`src/rtl/stop_ctl.sv`:
```
`timescale 1ns/100ps
module stop_ctl #(
  parameter int START_DLY    = 32,
  parameter int SETTLE_EDGES = 8192,
  parameter int NPORT        = 4
) (
  input  logic             clk,
  input  logic             rst_n,
  input  logic             bus_we,
  input  logic             bus_addr,
  input  logic [7:0]       bus_wdata,
  output logic [7:0]       bus_rdata,
  input  logic             ls_tick,
  input  logic             hs_ready,
  input  logic             nmi_req,
  input  logic [NPORT-1:0] port_irq,
  input  logic [NPORT-1:0] port_ie,
  output logic             ls_osc_en,
  output logic             hs_osc_en,
  output logic             ls_clk_en,
  output logic             hs_clk_en,
  output logic [1:0]       mode
);
  localparam int TOTAL = START_DLY + SETTLE_EDGES;
  localparam int CW    = $clog2(TOTAL + 1);
  localparam logic [1:0] M_RUN = 2'd0, M_STOP = 2'd1, M_WAKE = 2'd2;
  localparam logic [1:0] K_IDLE = 2'd0, K_HALF = 2'd1, K_ARMED = 2'd2;

  logic [1:0]    mode_q, key_q;
  logic          stp_q, hs_on_q;
  logic [CW-1:0] cnt_q;

  wire run       = (mode_q == M_RUN);
  wire key_wr    = bus_we & run & ~bus_addr;
  wire ctl_wr    = bus_we & run & bus_addr;
  wire armed     = (key_q == K_ARMED);
  wire go_stop   = ctl_wr & bus_wdata[0] & armed;
  wire wake      = nmi_req | (|(port_irq & port_ie));
  wire last_tick = ls_tick & (cnt_q == CW'(TOTAL - 1));

  always_ff @(posedge clk) begin
    if (!rst_n)
      key_q <= K_IDLE;
    else if (go_stop)
      key_q <= K_IDLE;
    else if (key_wr) begin
      if (bus_wdata[7:4] == 4'h5)
        key_q <= K_HALF;
      else if (key_q == K_HALF && bus_wdata[7:4] == 4'hA)
        key_q <= K_ARMED;
      else
        key_q <= K_IDLE;
    end
  end

  always_ff @(posedge clk) begin
    if (!rst_n) begin
      mode_q <= M_RUN;
      stp_q  <= 1'b0;
    end else begin
      case (mode_q)
        M_RUN:  if (go_stop) begin mode_q <= M_STOP; stp_q <= 1'b1; end
        M_STOP: if (wake)    begin mode_q <= M_WAKE; stp_q <= 1'b0; end
        M_WAKE: if (last_tick) mode_q <= M_RUN;
        default: mode_q <= M_RUN;
      endcase
    end
  end

  always_ff @(posedge clk) begin
    if (!rst_n)
      hs_on_q <= 1'b0;
    else if (ctl_wr)
      hs_on_q <= bus_wdata[1];
  end

  always_ff @(posedge clk) begin
    if (!rst_n || mode_q != M_WAKE)
      cnt_q <= '0;
    else if (ls_tick)
      cnt_q <= cnt_q + 1'b1;
  end

  assign bus_rdata = bus_addr ? {6'b0, hs_on_q, stp_q} : {7'b0, armed};
  assign ls_osc_en = (mode_q != M_STOP);
  assign hs_osc_en = hs_on_q & (mode_q != M_STOP);
  assign ls_clk_en = run;
  assign hs_clk_en = run & hs_on_q & hs_ready;
  assign mode      = mode_q;
endmodule

```
`config.mk`:
```
export PLATFORM = sky130hd
export DESIGN_NAME = stop_ctl
export DESIGN_NICKNAME = d
export VERILOG_FILES = /design/src/rtl/stop_ctl.sv
export SDC_FILE = /design/constraint.sdc
export NUM_CORES = 1
export LEC_CHECK = 0
export BUFFER_PORTS_ARGS = -buffer_cell sky130_fd_sc_hd__buf_2
export CAP_MARGIN = 20
export CORE_ASPECT_RATIO = 0.8
export CORE_MARGIN = 1.5
export CORE_UTILIZATION = 44
export DETAILED_ROUTE_END_ITERATION = 8
export GPL_ROUTABILITY_DRIVEN = 0
export PLACE_DENSITY = 0.8
export SETUP_SLACK_MARGIN = 0.1
export SLEW_MARGIN = 15
export SYNTH_ARGS = -nofsm -noshare
export SYNTH_HDL_FRONTEND = slang
export SYNTH_SLANG_ARGS = --single-unit
export TNS_END_PERCENT = 5
```
`constraint.sdc`:
```
create_clock -name clk -period 1.5 [get_ports clk]
set_input_delay 0.3 -clock clk [delete_from_list [all_inputs] [get_ports clk]]
set_output_delay 0.3 -clock clk [all_outputs]
set_load 0.02 [all_outputs]
```
==> flow_summary.toml, run 1 <==
[run_status]
status = "finished with violations"
violations = "DRC"

[die]
die_h_um = 47.1
io_pins = 37
die_area_mm2 = 0.00274
fp.coreArea_mm2 = 0.00223
die_x_um = 58.2
row_count = 15
initial_core_util = 0.480

[cells_and_area]
area_growth_pct = 38.0
nNetsFinal = 182
final_core_util = 0.662
finalInstanceArea_mm2 = 0.00148
diodes = 0
drive_gt1_frac = 0.484

[critical_path]
rrSetupSlack_ps = 40
path_max_fanout = 3
crit_required_ps = 1200
crit_type = "reg2out"
worstReg2RegStart = "mode[1]"
ff2ff_path_depth = 3
cp.arrival_ps = 1190
critPathCaptureType = "primary output"
startpoint_type = "flop"
timing.rr.end = "key_q[0]"

[logic_synthesis]
ys_ff_latch = 20
synth_area_per_cell_um2 = 8.93
syn-cell-area_mm2 = 0.00107
synth_cells = 120
yosysWarnings = 0
ys_seq_area_frac = 0.374
yosys.cell_types.count = 37

[sta]
relSlewSlack = 0.668
setup_viol = 0
finalCritPeriodShare = 0.995
fmax_mhz = 670
final_hold_viol_count = 0
min_period_ps = 1490
drv_slew = 0
finClkSkew_ps = 18.0
whs_ps = 225
rsz0062_at_grt = "true"
worst_pin_slew_ps = 497

[placement]
io_buffers = 28
place_area_mm2 = 0.00126
dp_hpwl_um = 1900

[clock_network]
cts_max_path_buffers = 2
clk_latency_ps = 310
postCtsHoldBufs = 0
cts-buffers-inserted = 3
htreeDepth = 1
cts_tree = "yes"
cts_root_buf = "clkbuf_4"
clk_pin_slew_ps = 120
cts_sinks = 20

[power_and_ir_drop]
p_leak_uw = 0.000567
p_per_area_mw_per_mm2 = 630
ir_drop_uv = 480

[global_route]
overflow = 0
grt_max_degree = 12
grt_first_pass_wirelength_um = 4330
antenna_found_initial = 0
grt_usage = 0.215
grt_pass1_vias = 934

[detailed_routing]
vias = 1105
first_pass_iters = 7
drc = 4
routed_wl_um = 2990
avgViaCountPerCell = 6.07
drt_iter0_markers = 73
wl_per_cell_um = 16.4
antenna_left = 0

[min_path]
min_path_cells = 3
hp-start = "bus_wdata[1]"
min_path_type = "in2reg"
min_to = "hs_on_q"

[flow_run]
max_cap_violations = 0
layer usage:
metal  global-route usage  vias up  share of wire
li1                     -      513              -
met1                0.266      522           0.40
met2                0.384       62           0.50
met3               0.0606        8          0.077
met4               0.0465        0          0.022
met5                    0        -              0
repair_timing:
item	in CTS	in global routing
pin swaps	1	4
resized for setup	19	27
setup buffers	2	0
endpoints found under the setup margin	12	17
final cells by class:
| type | instances | area [µm²] |
|---|---|---|
| clock buffer | 4 | 36.3 |
| fill | 167 | 756 |
| inverter | 4 | 15.0 |
| multi-input combinational | 92 | 734 |
| sequential | 20 | 420 |
| tap | 25 | 31.3 |
| timing repair buffer | 37 | 240 |
synth_stat cells:
cell type	count	share of area
nand3b_1	1	0.0070
nand4_2	2	0.023
inv_1	4	0.014
a21oi_1	7	0.033
nor3_1	1	0.0047
nor2b_1	2	0.012
o21a_1	2	0.014
nand4b_1	2	0.016
and4bb_2	1	0.012
mux2_2	2	0.021
dfxtp_1	20	0.37
o211a_1	1	0.0093
buf_4	7	0.049
or3_1	2	0.012
or4_1	5	0.035
mux2i_1	5	0.047
nor4b_1	2	0.016
nand2b_1	4	0.023
o21ai_0	1	0.0047
nand4_1	3	0.018
nor2_1	7	0.025
a222oi_1	1	0.0093
and2_1	2	0.012
nand3_1	6	0.028
a211oi_1	2	0.014
conb_1	1	0.0035
xor2_1	3	0.025
nor4bb_1	1	0.0093
nand2_1	7	0.025
and3b_1	1	0.0082
nor4_1	4	0.023
xnor2_1	1	0.0082
o31ai_1	4	0.028
clkbuf_1	2	0.0070
and3_1	2	0.012
ha_1	1	0.012
o2bb2ai_1	1	0.0082
worst max path at each step:
stage	start	to	cells past startpoint	slack [ps]
floorplan	cnt_q[0]	cnt_q[10]	4	20
global route	mode[1]	hs_osc_en	4	-20
detailed placement	bus_addr	key_q[0]	4	30
finish	mode[1]	hs_osc_en	4	8
global placement	cnt_q[0]	cnt_q[12]	4	110
CTS	mode[1]	hs_osc_en	4	20
critical path, stage by stage (launching register included):
cell,delay (ps)
dfxtp_2,360
buf_6,120
nand2b_4,130
and2_4,150
buf_6,120
per-stage QoR:
step / power, µW / worst slack, ps / cells / TNS (ps)
after floorplan: 598 / 19.7 / 125 / 0
after global placement: 618 / 108 / 176 / 0
after detailed placement: 622 / 28.0 / 176 / 0
after CTS: 934 / 21.2 / 182 / 0
after global routing: 962 / -22.9 / 182 / -67.8
final: 931 / 8.23 / 182 / 0
layout by cell type (no fill, tap or decap), types with 4 or more instances in the layout:
master / instances
a21oi_1: 5
buf_2: 24
buf_4: 7
buf_6: 6
conb_1: 6
dfxtp_1: 6
dfxtp_2: 13
inv_1: 4
mux2i_1: 5
nand2_1: 6
nand3_1: 4
nor2_1: 6
o31ai_1: 4
kinds of logic (layout without fill, tap and decap cells):
| family | count (synthesis) | count (layout) | share of synthesized area |
|---|---|---|---|
| compound gates | 19 | 19 | 0.120 |
| xor+xnor | 4 | 4 | 0.0327 |
| fa+ha+maj | 1 | 1 | 0.0117 |
| buf+inv | 13 | 45 | 0.0701 |
| flops | 20 | 20 | 0.374 |
| mux | 7 | 7 | 0.0678 |
| other cells | 1 | 6 | 0.00350 |
| simple gates | 55 | 55 | 0.320 |
where the power goes:
group	leakage (µW)	internal, µW	switching, µW
clock	0.0000210	148	167
sequential	0.000169	530	1.78
combinational	0.000377	37.8	45.9
registers in the layout, summed over array words and instances (netlist names):
name     cells
hs_on_q      1
stp_q        1
mode         2
key_q        2
cnt_q       14
No activity file was read; power rests on OpenSTA's default activity.
==> run 2: changes to the inputs <==
Settings changed: SKIP_LAST_GASP set to 1.
Clock period 1.5 ns to 1.2 ns, I/O delays scaled along.
==> run 2 against run 1 <==
  * Count of clock-buffer cells in the layout unchanged
  * Setup slack worse by 250 ps
  * Final area increased by 6.3%
  * The run ends with DRC, setup timing left
  * Clock power increased by 6%
  * Largest cell class unchanged
  * Final cell count is 13% higher
==> flow_summary.toml, run 2 (synthesis gave the netlist of run 1 again) <==
[run_status]
status = "finished with violations"
violations = "DRC, setup timing"

[power_and_ir_drop]
p_leak_uw = 0.000687
pwr-share-seq = 0.597
p_int_uw = 845
power_frac_comb = 0.103
power_switching_uw = 266
swShare = 0.240
ir_drop_uv = 551
p_total_uw = 1110
clkPwrFrac = 0.300
p_per_area_mw_per_mm2 = 708

[detailed_routing]
routed.top_layer = "met4"
antenna_left = 0
wl_met2_um = 1470
routed_wl_um = 2910
dr_wl_met3_um = 139
drt_iter0_markers = 62
m1WireLength_um = 1280
vias = 1113
avgViaCountPerCell = 5.40
drc = 4
wl_per_cell_um = 14.1
first_pass_iters = 7

[critical_path]
critical_path.cell_chain = "buf_6, nand2b_4, and2_4, buf_6"
crit_type = "reg2out"
startpoint_type = "flop"
slowest_stage = "dfxtp_2"
cpLargestDelayFamily = "flip-flops"
crit_buf_inv = 2
max_stage_delay_ps = 370
crit_path_frequent_cell = "buf_6"
path_max_fanout = 3
crit_required_ps = 960
critPathCaptureType = "primary output"
cp.arrival_ps = 1200

[global_route]
antenna_found_initial = 0
grt_first_pass_wirelength_um = 4730
grt_pass1_vias = 1069
grt_max_degree = 12
grt_usage = 0.238
overflow = 0

[flow_run]
max_cap_violations = 0

[sta]
finClkSkew_ps = 8.43
fmax_mhz = 693
rsz0062_at_grt = "true"
finalCritPeriodShare = 1.20
setup_viol = 22
final_hold_viol_count = 0
drv_slew = 0
min_period_ps = 1440
fin_ws_ps = -242

[cells_and_area]
diodes = 0
nNetsFinal = 206
area_growth_pct = 46.6
largest-register = "cnt_q"
largest_reg_flops = 14
seqCellArea_um2 = 413
nFillCells = 158
final_common_cell = "buf_4"
multi_input_area_um2 = 674
drive_gt1_frac = 0.448
final_cell_mix = "buf_4, buf_2, dfxtp_1"

[clock_network]
cts_root_buf = "clkbuf_4"
htreeDepth = 1
cts-buffers-inserted = 3
clk_latency_ps = 300
clk_pin_slew_ps = 110
cts_tree = "yes"
cts_max_path_buffers = 2
cts_sinks = 20

[placement]
dp_hpwl_um = 2230
io_buffers = 28
dpl_worst_slack_ps = -272

[die]
die_area_mm2 = 0.00274
initial_core_util = 0.480
row_count = 15
io_pins = 37
die_x_um = 58.2
die_h_um = 47.1
fp.coreArea_mm2 = 0.00223

[min_path]
min_path_type = "in2reg"
==> run 2: worst reg2reg max path, stage by stage (launching register included) <==
cell and delay, ps:
dfxtp_4 380, ha_4 140, nand4_4 140, or4_1 520, a21oi_1 150
==> run 2: power by group through the flow <==
stage               Combinational, µW  Clock, µW  Sequential [µW]
floorplan                        65.9          0              677
global placement                 97.9          0              678
detailed placement                105          0              678
global route                      125        361              664
CTS                               110        337              663
finish                            115        333              663
==> run 2: final timing paths <==
check	depth (start not counted)	startpoint	slack (ps)	end
worst max-delay path	4	mode[1]	-240	hs_osc_en
worst min-delay path	2	rst_n	210	mode[1]
worst max register to register	4	cnt_q[1]	-190	cnt_q[12]
worst min register to register	2	stp_q	480	stp_q
==> run 2: area by class of cell <==
class / count / area share
Timing Repair Buffer: 61 / 0.261
Inverter: 4 / 0.00956
Sequential cell: 20 / 0.263
Clock buffer: 4 / 0.0167
Tap cell: 25 / 0.0199
Multi-Input combinational cell: 92 / 0.429
==> run 2: metal layers <==
| metal | GRT usage | up-vias |
|---|---|---|
| met2 | 0.436 | 36 |
| met1 | 0.284 | 509 |
| li1 | - | 566 |
| met4 | 0.0651 | 0 |
| met3 | 0.0634 | 2 |
| met5 | 0 | - |
==> run 2: repair_timing <==
| item | in CTS | in global routing |
|---|---|---|
| buffers inserted | 3 | 0 |
| hold buffers | 0 | 0 |
| gates resized for setup | 15 | 2 |
| endpoints found under the setup margin | 23 | 25 |
| cloned | 0 | 0 |
==> run 2: per-stage QoR <==
| stage | util | hold slack (ps) | std cells | TNS (ps) | instance area [µm²] |
|---|---|---|---|---|---|
| final | 0.703 | 214 | 206 | -2700 | 1570 |
| after global routing | 0.703 | 210 | 206 | -4010 | 1570 |
| after CTS | 0.697 | 186 | 206 | -2760 | 1560 |
| after detailed placement | 0.655 | 447 | 199 | -1650 | 1460 |
| after global placement | 0.655 | 443 | 199 | -878 | 1460 |
| after floorplan | - | 357 | 125 | -822 | 1130 |
==> run 3: changes to the inputs <==
Settings changed: ABC_AREA set to 1.
==> run 3 against run 2 <==
  * The run ends with setup timing left
  * Die area grew 5.6%
  * Global-route usage shrank 6.7 points
  * Non-clock buffer count shrank 26
  * Via count shrank 2.1%
  * Critical endpoint is now hs_clk_en
==> flow_summary.toml, run 3 <==
[critical_path]
path_max_fanout = 4
critPathCaptureType = "primary output"
slowest_stage = "dfxtp_4"
cp.arrival_ps = 1080
cpLargestDelayFamily = "flip-flops"
crit_type = "reg2out"
max_stage_delay_ps = 370
critical_path.cell_chain = "nor2_4, and3_1, buf_4"
startpoint_type = "flop"
crit_buf_inv = 1
crit_required_ps = 960

[sta]
finClkSkew_ps = 5.88
min_period_ps = 1320
final_hold_viol_count = 0
rsz0062_at_grt = "true"
setup-tns-final_ps = -318
drv_slew = 0
fmax_mhz = 755
setup_viol = 6
fin_ws_ps = -124
finalCritPeriodShare = 1.10

[detailed_routing]
routed_wl_um = 2260
routed.top_layer = "met4"
drc = 0
vias = 1090
m1WireLength_um = 1190
drt_iter0_markers = 34
dr_wl_met3_um = 82
wl_met2_um = 968
wl_per_cell_um = 9.38
first_pass_iters = 4
avgViaCountPerCell = 4.52
antenna_left = 0

[placement]
io_buffers = 28
place_area_mm2 = 0.00133
dpl_worst_slack_ps = 31.5
place_inst = 236
dp_hpwl_um = 1780

[logic_synthesis]
synth.most_common_cell = "nand2_1"
yosysWarnings = 0
ys_seq_area_frac = 0.353
ys_top_cells_by_area = "dfxtp_1, nand2_1, inv_1, nor2_1, a21oi_1"
ys_ff_latch = 20
synth_edf_count = 0
yosys.cell_types.count = 24
ys_async_sr_fraction = 0
synth_cells = 169
synth_top_area_share = 0.353
syn-cell-area_mm2 = 0.00113
synth_common_cells = "nand2_1, inv_1, nor2_1"
yosys.area.top_type = "dfxtp_1"
synth_area_per_cell_um2 = 6.72
synth_ff_type = "dfxtp_1"

[cells_and_area]
nFillCells = 232
diodes = 0
largest_reg_flops = 14
layoutNonFillerInstCount = 241
nNetsFinal = 231
finalInstanceArea_mm2 = 0.00139
largest-register = "cnt_q"
area_growth_pct = 22.4
drive_gt1_frac = 0.259
final_cell_mix = "nand2_1, buf_2, inv_1"
final_common_cell = "nand2_1"

[power_and_ir_drop]
p_leak_uw = 0.000647
p_total_uw = 1070
p_per_area_mw_per_mm2 = 769
ir_drop_uv = 747

[clock_network]
clk_latency_ps = 290
cts_root_buf = "clkbuf_4"
postCtsHoldBufs = 0
cts_sinks = 20
htreeDepth = 1
clk_pin_slew_ps = 100
cts-buffers-inserted = 3
cts_tree = "yes"
cts_max_path_buffers = 2

[die]
die_area_mm2 = 0.00289
die_x_um = 59.8
row_count = 16
fp.coreArea_mm2 = 0.00244
initial_core_util = 0.465
io_pins = 37
die_h_um = 48.4

[flow_run]
max_cap_violations = 0

[min_path]
min_path_type = "in2reg"

[global_route]
antenna_found_initial = 0
grt_pass1_vias = 927
grt_max_degree = 11
overflow = 0
grt_first_pass_wirelength_um = 3900
grt_usage = 0.171

[run_status]
violations = "setup timing"
status = "finished with violations"
[run 3: cell types whose count changed in the layout (fill, tap and decap cells not counted), moves of 5 or more]
cell,before,now
or4_1,5,0
a21oi_1,7,15
mux2i_1,5,0
nor2_1,6,20
inv_1,4,24
nand2_1,7,38
buf_4,32,10
[run 3: timing repair]
action,4_1_cts,5_1_grt
endpoints found under the setup margin,21,27
pin swaps,1,1
hold endpoints to repair,0,0
resized for setup,5,5
setup buffers,1,1
[run 3: layout make-up]
type	count	area (µm²)	share of cell area
Multi-Input combinational cell	120	612	0.441
Sequential cell	20	408	0.294
Timing Repair Buffer	35	200	0.144
Inverter	27	101	0.0730
Tap cell	36	45.0	0.0324
Clock buffer	3	22.5	0.0162
[run 3: worst reg2reg max path, cell delays in order, from the launching register on]
cell and delay, ps:
dfxtp_4 370, nor2_4 130, buf_4 120, nand3_1 90
nand3b_1 220, nand2_1 110, nor3_1 50
[run 3: path summary, 6_finish.rpt]
check | startpoint | end | slack [ps] | cells after the start
max | mode[0] | hs_clk_en | -120 | 3
min | rst_n | mode[0] | 240 | 3
max reg2reg | mode[0] | key_q[0] | 0 | 6
min reg2reg | stp_q | stp_q | 470 | 2
[run 3: layer usage]
layer | vias up | global-route usage
li1 | 605 | -
met1 | 465 | 0.260
met2 | 18 | 0.234
met3 | 2 | 0.0561
met4 | 0 | 0.0370
met5 | - | 0
[run 3: metrics by stage]
step,utilization,hold WS [ps]
floorplan,-,378
global placement,0.545,453
detailed placement,0.545,467
CTS,0.563,222
global route,0.569,238
finish,0.569,235
[run 3: kinds of logic (layout without fill, tap and decap cells)]
kind of cell	Yosys count	in the layout	synth area share
AND/OR/NAND/NOR	90	90	0.391
buffers and inverters	34	65	0.136
flip-flops	20	20	0.353
other	1	6	0.00330
AO/OA/AOI/OAI	23	23	0.106
adder cells (fa/ha/maj)	1	1	0.0110
[run 3: power by group]
group          internal (µW)  switching (µW)
Combinational           43.2            64.4
Sequential               663            2.46
Clock                    117             178
Total                    823             245
